===== config.mk =====
export PLATFORM = sky130hd
export DESIGN_NAME = vec_fpint_cvt
export DESIGN_NICKNAME = d
export VERILOG_FILES = /design/src/rtl/vec_fpint_cvt_pkg.sv /design/src/rtl/cvt_lane.sv /design/src/rtl/cvt_out_stage.sv /design/src/rtl/vec_fpint_cvt.sv
export SDC_FILE = /design/constraint.sdc
export NUM_CORES = 2
export LEC_CHECK = 0
export BUFFER_PORTS_ARGS = -buffer_cell sky130_fd_sc_hd__buf_4
export CAP_MARGIN = 10
export CORE_ASPECT_RATIO = 2
export CORE_MARGIN = 2
export CORE_UTILIZATION = 55
export DETAILED_ROUTE_END_ITERATION = 12
export PLACE_DENSITY = 0.73
export SLEW_MARGIN = 20
export SYNTH_ARGS = -nofsm -noshare
export SYNTH_HDL_FRONTEND = slang
export SYNTH_SLANG_ARGS = --single-unit

===== constraint.sdc =====
create_clock -name clk -period 8.8 [get_ports clk]
set_input_delay 0.44 -clock clk [delete_from_list [all_inputs] [get_ports clk]]
set_output_delay 0.44 -clock clk [all_outputs]
set_load 0.02 [all_outputs]

===== src/rtl/vec_fpint_cvt_pkg.sv =====
package vec_fpint_cvt_pkg;

    localparam int LANE_W = 32;

    typedef enum logic [1:0] {
        OP_F2S = 2'b00,
        OP_F2U = 2'b01,
        OP_S2F = 2'b10,
        OP_U2F = 2'b11
    } cvt_op_e;

    typedef struct packed {
        logic              sat;
        logic [LANE_W-1:0] val;
    } lane_res_t;

    localparam logic [LANE_W-1:0] SMIN = 32'h8000_0000;
    localparam logic [LANE_W-1:0] SMAX = 32'h7FFF_FFFF;
    localparam logic [LANE_W-1:0] UMIN = 32'h0000_0000;
    localparam logic [LANE_W-1:0] UMAX = 32'hFFFF_FFFF;

    localparam logic [7:0] EXP_ALL1 = 8'hFF;
    localparam logic [7:0] EXP_ONE  = 8'd127;  // value 1.0
    localparam logic [7:0] EXP_INT  = 8'd150;  // ulp of mantissa == 1
    localparam logic [7:0] EXP_OVF  = 8'd159;  // magnitude >= 2^32

    // float -> integer, truncate then clamp
    function automatic lane_res_t float_to_int(input logic [LANE_W-1:0] x,
                                               input logic              uns);
        lane_res_t   r;
        logic        sgn;
        logic [7:0]  ex;
        logic [22:0] fr;
        logic [63:0] mag;
        logic [7:0]  sh;
        sgn = x[31];
        ex  = x[30:23];
        fr  = x[22:0];
        r   = '0;
        mag = {40'd0, 1'b1, fr};
        sh  = 8'd0;
        if (ex == EXP_ALL1 && fr != 23'd0) begin
            r.val = uns ? UMIN : SMIN;
            r.sat = 1'b1;
        end else if (ex == EXP_ALL1 || ex >= EXP_OVF) begin
            if (sgn) r.val = uns ? UMIN : SMIN;
            else     r.val = uns ? UMAX : SMAX;
            r.sat = 1'b1;
        end else if (ex < EXP_ONE) begin
            r.val = '0;
        end else begin
            if (ex >= EXP_INT) begin
                sh  = ex - EXP_INT;
                mag = mag << sh;
            end else begin
                sh  = EXP_INT - ex;
                mag = mag >> sh;
            end
            if (uns) begin
                if (sgn) begin
                    r.val = UMIN;
                    r.sat = 1'b1;
                end else begin
                    r.val = mag[31:0];
                end
            end else if (sgn) begin
                if (mag > 64'h0000_0000_8000_0000) begin
                    r.val = SMIN;
                    r.sat = 1'b1;
                end else begin
                    r.val = 32'd0 - mag[31:0];
                end
            end else if (mag > 64'h0000_0000_7FFF_FFFF) begin
                r.val = SMAX;
                r.sat = 1'b1;
            end else begin
                r.val = mag[31:0];
            end
        end
        return r;
    endfunction

    // integer -> float, round to nearest even
    function automatic logic [LANE_W-1:0] int_to_float(input logic [LANE_W-1:0] x,
                                                       input logic              uns);
        logic        sgn;
        logic [31:0] mag;
        logic [31:0] norm;
        logic [4:0]  lead;
        logic [24:0] sig;
        logic        rnd;
        logic [7:0]  ex;
        sgn  = ~uns & x[31];
        mag  = sgn ? (32'd0 - x) : x;
        lead = 5'd0;
        for (int i = 0; i < 32; i++) begin
            if (mag[i]) lead = 5'(i);
        end
        norm = mag << (5'd31 - lead);
        rnd  = norm[7] & ((|norm[6:0]) | norm[8]);
        sig  = {1'b0, norm[31:8]} + {24'd0, rnd};
        ex   = EXP_ONE + {3'd0, lead} + {7'd0, sig[24]};
        if (mag == 32'd0) return '0;
        return {sgn, ex, sig[22:0]};
    endfunction

endpackage


===== src/rtl/cvt_lane.sv =====
module cvt_lane
    import vec_fpint_cvt_pkg::*;
(
    input  logic [1:0]        op,
    input  logic [LANE_W-1:0] src,
    output logic [LANE_W-1:0] dst,
    output logic              sat
);
    lane_res_t res;

    always_comb begin
        res = '0;
        case (cvt_op_e'(op))
            OP_F2S: res = float_to_int(src, 1'b0);
            OP_F2U: res = float_to_int(src, 1'b1);
            OP_S2F: res.val = int_to_float(src, 1'b0);
            OP_U2F: res.val = int_to_float(src, 1'b1);
            default: res = '0;
        endcase
    end

    assign dst = res.val;
    assign sat = res.sat;
endmodule


===== src/rtl/cvt_out_stage.sv =====
module cvt_out_stage #(
    parameter int DW = 128,
    parameter int FW = 4
) (
    input  logic          clk,
    input  logic          rst,
    input  logic          in_valid,
    output logic          in_ready,
    input  logic [DW-1:0] d_data,
    input  logic [FW-1:0] d_flag,
    output logic          out_valid,
    input  logic          out_ready,
    output logic [DW-1:0] q_data,
    output logic [FW-1:0] q_flag
);
    logic take;

    assign in_ready = ~out_valid | out_ready;
    assign take     = in_valid & in_ready;

    always_ff @(posedge clk) begin
        if (rst) begin
            out_valid <= 1'b0;
            q_data    <= '0;
            q_flag    <= '0;
        end else begin
            if (take) begin
                q_data <= d_data;
                q_flag <= d_flag;
            end
            if (take)           out_valid <= 1'b1;
            else if (out_ready) out_valid <= 1'b0;
        end
    end
endmodule


===== src/rtl/vec_fpint_cvt.sv =====
module vec_fpint_cvt
    import vec_fpint_cvt_pkg::*;
#(
    parameter int LANES = 4,
    localparam int VW   = LANES * LANE_W
) (
    input  logic             clk,
    input  logic             rst,
    input  logic             in_valid,
    output logic             in_ready,
    input  logic [1:0]       in_op,
    input  logic [VW-1:0]    in_data,
    output logic             out_valid,
    input  logic             out_ready,
    output logic [VW-1:0]    out_data,
    output logic [LANES-1:0] out_sat
);
    logic [VW-1:0]    conv_data;
    logic [LANES-1:0] conv_sat;

    for (genvar g = 0; g < LANES; g++) begin : g_lane
        cvt_lane u_lane (
            .op  (in_op),
            .src (in_data[g*LANE_W +: LANE_W]),
            .dst (conv_data[g*LANE_W +: LANE_W]),
            .sat (conv_sat[g])
        );
    end

    cvt_out_stage #(.DW(VW), .FW(LANES)) u_out (
        .clk       (clk),
        .rst       (rst),
        .in_valid  (in_valid),
        .in_ready  (in_ready),
        .d_data    (conv_data),
        .d_flag    (conv_sat),
        .out_valid (out_valid),
        .out_ready (out_ready),
        .q_data    (out_data),
        .q_flag    (out_sat)
    );
endmodule


==> results.sh, run 1 <==
export IMPL_result_of_the_run="aborted with a tool error"
export IMPL_flow_stopped_at="global routing"
export IMPL_firstError="[ERROR GRT-0116] Global routing finished with congestion. Check the congestion regions in the DRC Viewer."
export IMPL_finalWeightedCongestion=1.230
export IMPL_ys_async_sr_fraction_pct=0
export IMPL_max_clock_path_buffers=2
export IMPL_synth_lib_cells_used_distinct=145
export IMPL_grt_total_usage_pct=68.69
export IMPL_placement_cell_area_sq_um=61260
export IMPL_dpl_worst_slack_ns=0.5727
export IMPL_synth_area_sq_um=58390
export IMPL_synth_enable_flop_cells=0
export IMPL_ys_top_cells_by_count="867 x sky130_fd_sc_hd__nor2_1, 815 x sky130_fd_sc_hd__nand2_1, 596 x sky130_fd_sc_hd__a21oi_1"
export IMPL_synth_top_cells_by_area="sky130_fd_sc_hd__mux2i_1 7.1%, sky130_fd_sc_hd__mux4_2 7.0%, sky130_fd_sc_hd__nor2_1 5.6%"
export IMPL_synthXorXnorAreaFrac_pct=6.105
export IMPL_post_synth_cell_area_avg_sq_um=6.755
export IMPL_synth_compound_area_share_pct=36.38
export IMPL_ctsResizeCount=0
export IMPL_cts_root_buffer="sky130_fd_sc_hd__clkbuf_16"
export IMPL_boundaryPins=268
export IMPL_placement_rows=169
export IMPL_synth_seq_area_share_pct=4.560
export IMPL_mappedNetlistNets=8838
export IMPL_tritoncts_num_buffers=17
export IMPL_yosysMostFrequentCell="sky130_fd_sc_hd__nor2_1"
export IMPL_grt_overflow_total=297
export IMPL_ys_warn_count=0
export IMPL_flip_flop_cell_with_the_highest_count_after_synthesis="sky130_fd_sc_hd__dfxtp_1"
export IMPL_post_cts_hold_buffer_count=0
export IMPL_die_y_microns=464.8
export IMPL_grt_pass1_wl_microns=567700
export IMPL_top_area_cell_type_share_of_the_netlist_area_pct=7.080
export IMPL_postCtsSetupBuffers=0
export IMPL_die_width_microns=234.4
export IMPL_syn_instance_count=8644
export IMPL_post_synth_mux_area_share_pct=16.74
export IMPL_placement_io_buffers=267
export IMPL_postSynthRegisterBits=133
export IMPL_dpl_wire_length_microns=250900
export IMPL_grt_pass1_vias=82070
export IMPL_clock_tree_htree_level_count=4
export IMPL_cts_sink_count=133
export IMPL_synth_simple_area_share_pct=28.19
export IMPL_synth_top_cell_by_area="sky130_fd_sc_hd__mux2i_1"
export IMPL_adder_cell_area_share_of_the_yosys_netlist_pct=1.286
export IMPL_grt_max_degree=73
export IMPL_combinational_family_with_the_most_area_after_synthesis="compound AO/OA/AOI/OAI gates"
export IMPL_initial_core_util_pct=55.23
-- routing by layer --
layer | GRT overflow | global-route usage (%)
met4 | 133 | 67.79
met5 | 0 | 11.63
met3 | 2 | 48.43
met2 | 159 | 89.82
met1 | 3 | 68.37
-- cell families after synthesis --
logic type | after synthesis
compound gates | 3046
xor+xnor | 407
fa+ha+maj | 60
buf+inv | 965
flops | 133
mux | 732
simple gates | 3301
-- stage by stage --
step	utilization (%)	hold WS [ns]	instances
floorplan	-	0.5304	8644
global placement	57.92	0.4465	9771
detailed placement	57.94	0.4520	9771
CTS	58.54	0.2365	9803
==> run 2, diff against run 1 <==
--- a/config.mk
+++ b/config.mk
@@ -7,11 +7,10 @@
 export LEC_CHECK = 0
 export BUFFER_PORTS_ARGS = -buffer_cell sky130_fd_sc_hd__buf_4
 export CAP_MARGIN = 10
-export CORE_ASPECT_RATIO = 2
 export CORE_MARGIN = 2
-export CORE_UTILIZATION = 55
+export CORE_UTILIZATION = 40
 export DETAILED_ROUTE_END_ITERATION = 12
-export PLACE_DENSITY = 0.73
+export PLACE_DENSITY_LB_ADDON = 0.15
 export SLEW_MARGIN = 20
 export SYNTH_ARGS = -nofsm -noshare
 export SYNTH_HDL_FRONTEND = slang
==> results.sh, run 2 <==
export IMPL_synth_lib_cells_used_distinct=145
export IMPL_maxCapViolCount=0
export IMPL_hold_path_depth=3
export IMPL_crit_path_max_fanout=23
export IMPL_layout_cells_most_common="sky130_fd_sc_hd__nor2_1"
export IMPL_grt_overflow_total=0
export IMPL_tritoncts_clock_tree="yes"
export IMPL_routedWlPerCell_microns=31.32
export IMPL_tritoncts_num_buffers=17
export IMPL_rr_startpoint="u_out.out_valid"
export IMPL_largest_register_ffs=128
export IMPL_critPathSlowestCell="sky130_fd_sc_hd__or4_1"
export IMPL_fraction_of_layout_cells_with_a_size_suffix_above_1_pct=14.39
export IMPL_worstSetupEndpointType="flip-flop"
export IMPL_finalWeightedCongestion=1.064
export IMPL_timing_slew_headroom_pct=16.07
export IMPL_synth_seq_area_share_pct=4.560
export IMPL_largest_regs="u_out.q_data: 128 flops, u_out.q_flag: 4 flops, u_out.out_valid: 1 flops"
export IMPL_timing_setup_critical_path_class="in2reg"
export IMPL_min_delay_src="in_valid"
export IMPL_synth_top_cells_by_area="sky130_fd_sc_hd__mux2i_1 7.1%, sky130_fd_sc_hd__mux4_2 7.0%, sky130_fd_sc_hd__nor2_1 5.6%"
export IMPL_grt_pass1_wl_microns=471500
export IMPL_worst_slew_pin_slew_ns=1.227
export IMPL_syn_to_final_growth_pct=7.211
export IMPL_design_die_area_sq_um=149000
export IMPL_post_cts_hold_buffer_count=0
export IMPL_cts_sink_count=133
export IMPL_ys_async_sr_fraction_pct=0
export IMPL_drc=0
export IMPL_regArea_sq_um=2663
export IMPL_route_detailed_vias_per_inst=7.352
export IMPL_timing_hold_worst_endpoint="u_out.out_valid"
export IMPL_top_area_cell_type_share_of_the_netlist_area_pct=7.080
export IMPL_power_ir_vdd_worst_uv=101.1
export IMPL_ys_top_cells_by_count="867 x sky130_fd_sc_hd__nor2_1, 815 x sky130_fd_sc_hd__nand2_1, 596 x sky130_fd_sc_hd__a21oi_1"
export IMPL_clock_tree_htree_level_count=4
export IMPL_synth_simple_area_share_pct=28.19
export IMPL_number_of_antenna_violations_at_the_first_check_in_global_routing=4
export IMPL_placement_rows=140
export IMPL_combinational_family_with_the_most_area_after_synthesis="compound AO/OA/AOI/OAI gates"
export IMPL_grt_max_degree=89
export IMPL_grt_total_usage_pct=41.20
export IMPL_timing_final_setup_violations=0
export IMPL_die_width_microns=386.1
export IMPL_critical_path_max_stage_delay_ns=0.70
export IMPL_min_path_type="in2reg"
export IMPL_synthXorXnorAreaFrac_pct=6.105
export IMPL_cts_root_buffer="sky130_fd_sc_hd__clkbuf_16"
export IMPL_synth_compound_area_share_pct=36.38
export IMPL_fillers=15420
export IMPL_area_used_by_multi_input_combinational_logic_sq_um=52050
export IMPL_adder_cell_area_share_of_the_yosys_netlist_pct=1.286
export IMPL_boundaryPins=268
export IMPL_route_vias_total=76080
export IMPL_p_per_area_nw_per_um2=113.0
export IMPL_total_power_uw=7072
export IMPL_worst_r2r_cell_count=10
export IMPL_initial_core_util_pct=40.21
export IMPL_drt_pass1_iterations=7
export IMPL_syn_instance_count=8644
export IMPL_slew_violations=0
export IMPL_post_synth_mux_area_share_pct=16.74
export IMPL_result_of_the_run="finished, final reports clean"
export IMPL_grt_pass1_vias=69030
export IMPL_path_clk_slew_ns=0.07
export IMPL_worstSetupPathDepth=26
export IMPL_min_period_ns=8.121
export IMPL_setup_tns_ns=0
export IMPL_worstPathRequired_ns=9.18
export IMPL_final_hold_violation_count=0
export IMPL_worstPathArrival_ns=8.50
export IMPL_synth_area_sq_um=58390
export IMPL_mappedNetlistNets=8838
export IMPL_post_synth_cell_area_avg_sq_um=6.755
export IMPL_die_y_microns=386.1
export IMPL_floorplan_core_area_sq_um=145200
export IMPL_rr_endpoint="u_out.q_data[52]"
export IMPL_yosysMostFrequentCell="sky130_fd_sc_hd__nor2_1"
export IMPL_flip_flop_cell_with_the_highest_count_after_synthesis="sky130_fd_sc_hd__dfxtp_1"
export IMPL_postRouteAntennaNets=0
export IMPL_rsz_0062_raised_after_global_routing="no"
export IMPL_kind_of_start_point_of_the_critical_path="input port"
export IMPL_dpl_wire_length_microns=247100
export IMPL_largest_register="u_out.q_data"
export IMPL_drt_initial_drc_count=11020
export IMPL_layout_cells_most_common_list="863 x sky130_fd_sc_hd__nor2_1, 814 x sky130_fd_sc_hd__nand2_1, 593 x sky130_fd_sc_hd__a21oi_1, 562 x sky130_fd_sc_hd__buf_4, 548 x sky130_fd_sc_hd__o21ai_0"
export IMPL_ctsResizeCount=0
export IMPL_routed_wirelength_microns=324100
export IMPL_postCtsSetupBuffers=0
export IMPL_clock_latency_ns=0.48
export IMPL_timing_reg2reg_setup_slack_ns=5.62
export IMPL_path_common_cell="sky130_fd_sc_hd__ha_1"
export IMPL_total_leakage_power_uw=0.02199
export IMPL_max_clock_path_buffers=2
export IMPL_timing_fmax_mhz=123.1
export IMPL_cp_top_family="simple AND/OR/NAND/NOR gates"
export IMPL_nNetsFinal=8611
export IMPL_synth_enable_flop_cells=0
export IMPL_path_buf_inv=2
export IMPL_synth_top_cell_by_area="sky130_fd_sc_hd__mux2i_1"
export IMPL_placement_io_buffers=267
export IMPL_ys_warn_count=0
export IMPL_post_route_period_util_pct=92.29
export IMPL_finClkSkew_ns=0.01590
export IMPL_postSynthRegisterBits=133
run 2: cell counts after synthesis:
No cell type changed its count.
run 2: area by class of cell:
cell class	instances	share of cell area [%]
antenna	2	0.007995
clock buffer	20	0.7455
clock inverter	12	0.3178
inverter	156	0.9394
multi-input combinational	7546	83.15
sequential	133	4.253
tap	1917	3.832
timing repair buffer	563	6.758
run 2: per-layer routing:
| layer | vias up | global-route usage, % | share of wire (%) | wire (microns) |
|---|---|---|---|---|
| li1 | 33060 | - | - | - |
| met1 | 36750 | 54.29 | 40 | 129100 |
| met2 | 5283 | 63.64 | 43 | 140600 |
| met3 | 984 | 8.651 | 11 | 34860 |
| met4 | 4 | 19.93 | 6.1 | 19620 |
| met5 | - | 0 | 0.0062 | 20 |
run 2: worst min-delay path, cell delays in order:
cell and delay [ns]:
sky130_fd_sc_hd__buf_4 0.13, sky130_fd_sc_hd__inv_1 0.04, sky130_fd_sc_hd__a21oi_1 0.05
run 2: cell families after synthesis:
kind of cell | Yosys count
simple gates | 3301
buf+inv | 965
mux | 732
flops | 133
fa+ha+maj | 60
xor+xnor | 407
compound gates | 3046
run 2: through the flow:
stage | setup WS [ns] | hold slack, ns | instance area, sq um | cells | utilization (%)
2_1_floorplan | 1.997 | 0.5304 | 58390 | 8644 | -
3_3_place_gp | 0.6712 | 0.4657 | 61910 | 10320 | 42.64
3_5_place_dp | 0.5481 | 0.4648 | 61910 | 10320 | 42.64
4_1_cts | 1.024 | 0.2114 | 62580 | 10350 | 43.10
5_1_grt | 0.1954 | 0.2488 | 62600 | 10350 | 43.11
6_report | 0.6785 | 0.2376 | 62600 | 10350 | 43.11
run 2: power breakdown:
part / leakage, uW / switching (uW) / internal [uW]
Sequential: 0.00110 / 83.2 / 662
Combinational: 0.0206 / 3640 / 1820
Clock: 0.000326 / 341 / 526
Total: 0.0220 / 4060 / 3010
run 2: worst max path at each step:
stage	startpoint	endpoint	slack (ns)
global route	in_data[0]	u_out.q_data[27]	0.20
finish	in_data[0]	u_out.q_data[27]	0.68
CTS	in_data[0]	u_out.q_data[27]	1.02
floorplan	in_data[0]	u_out.q_data[27]	2.00
global placement	in_data[0]	u_out.q_data[27]	0.67
detailed placement	in_data[0]	u_out.q_data[27]	0.55
Note: power is estimated with default switching activity, not from simulation.
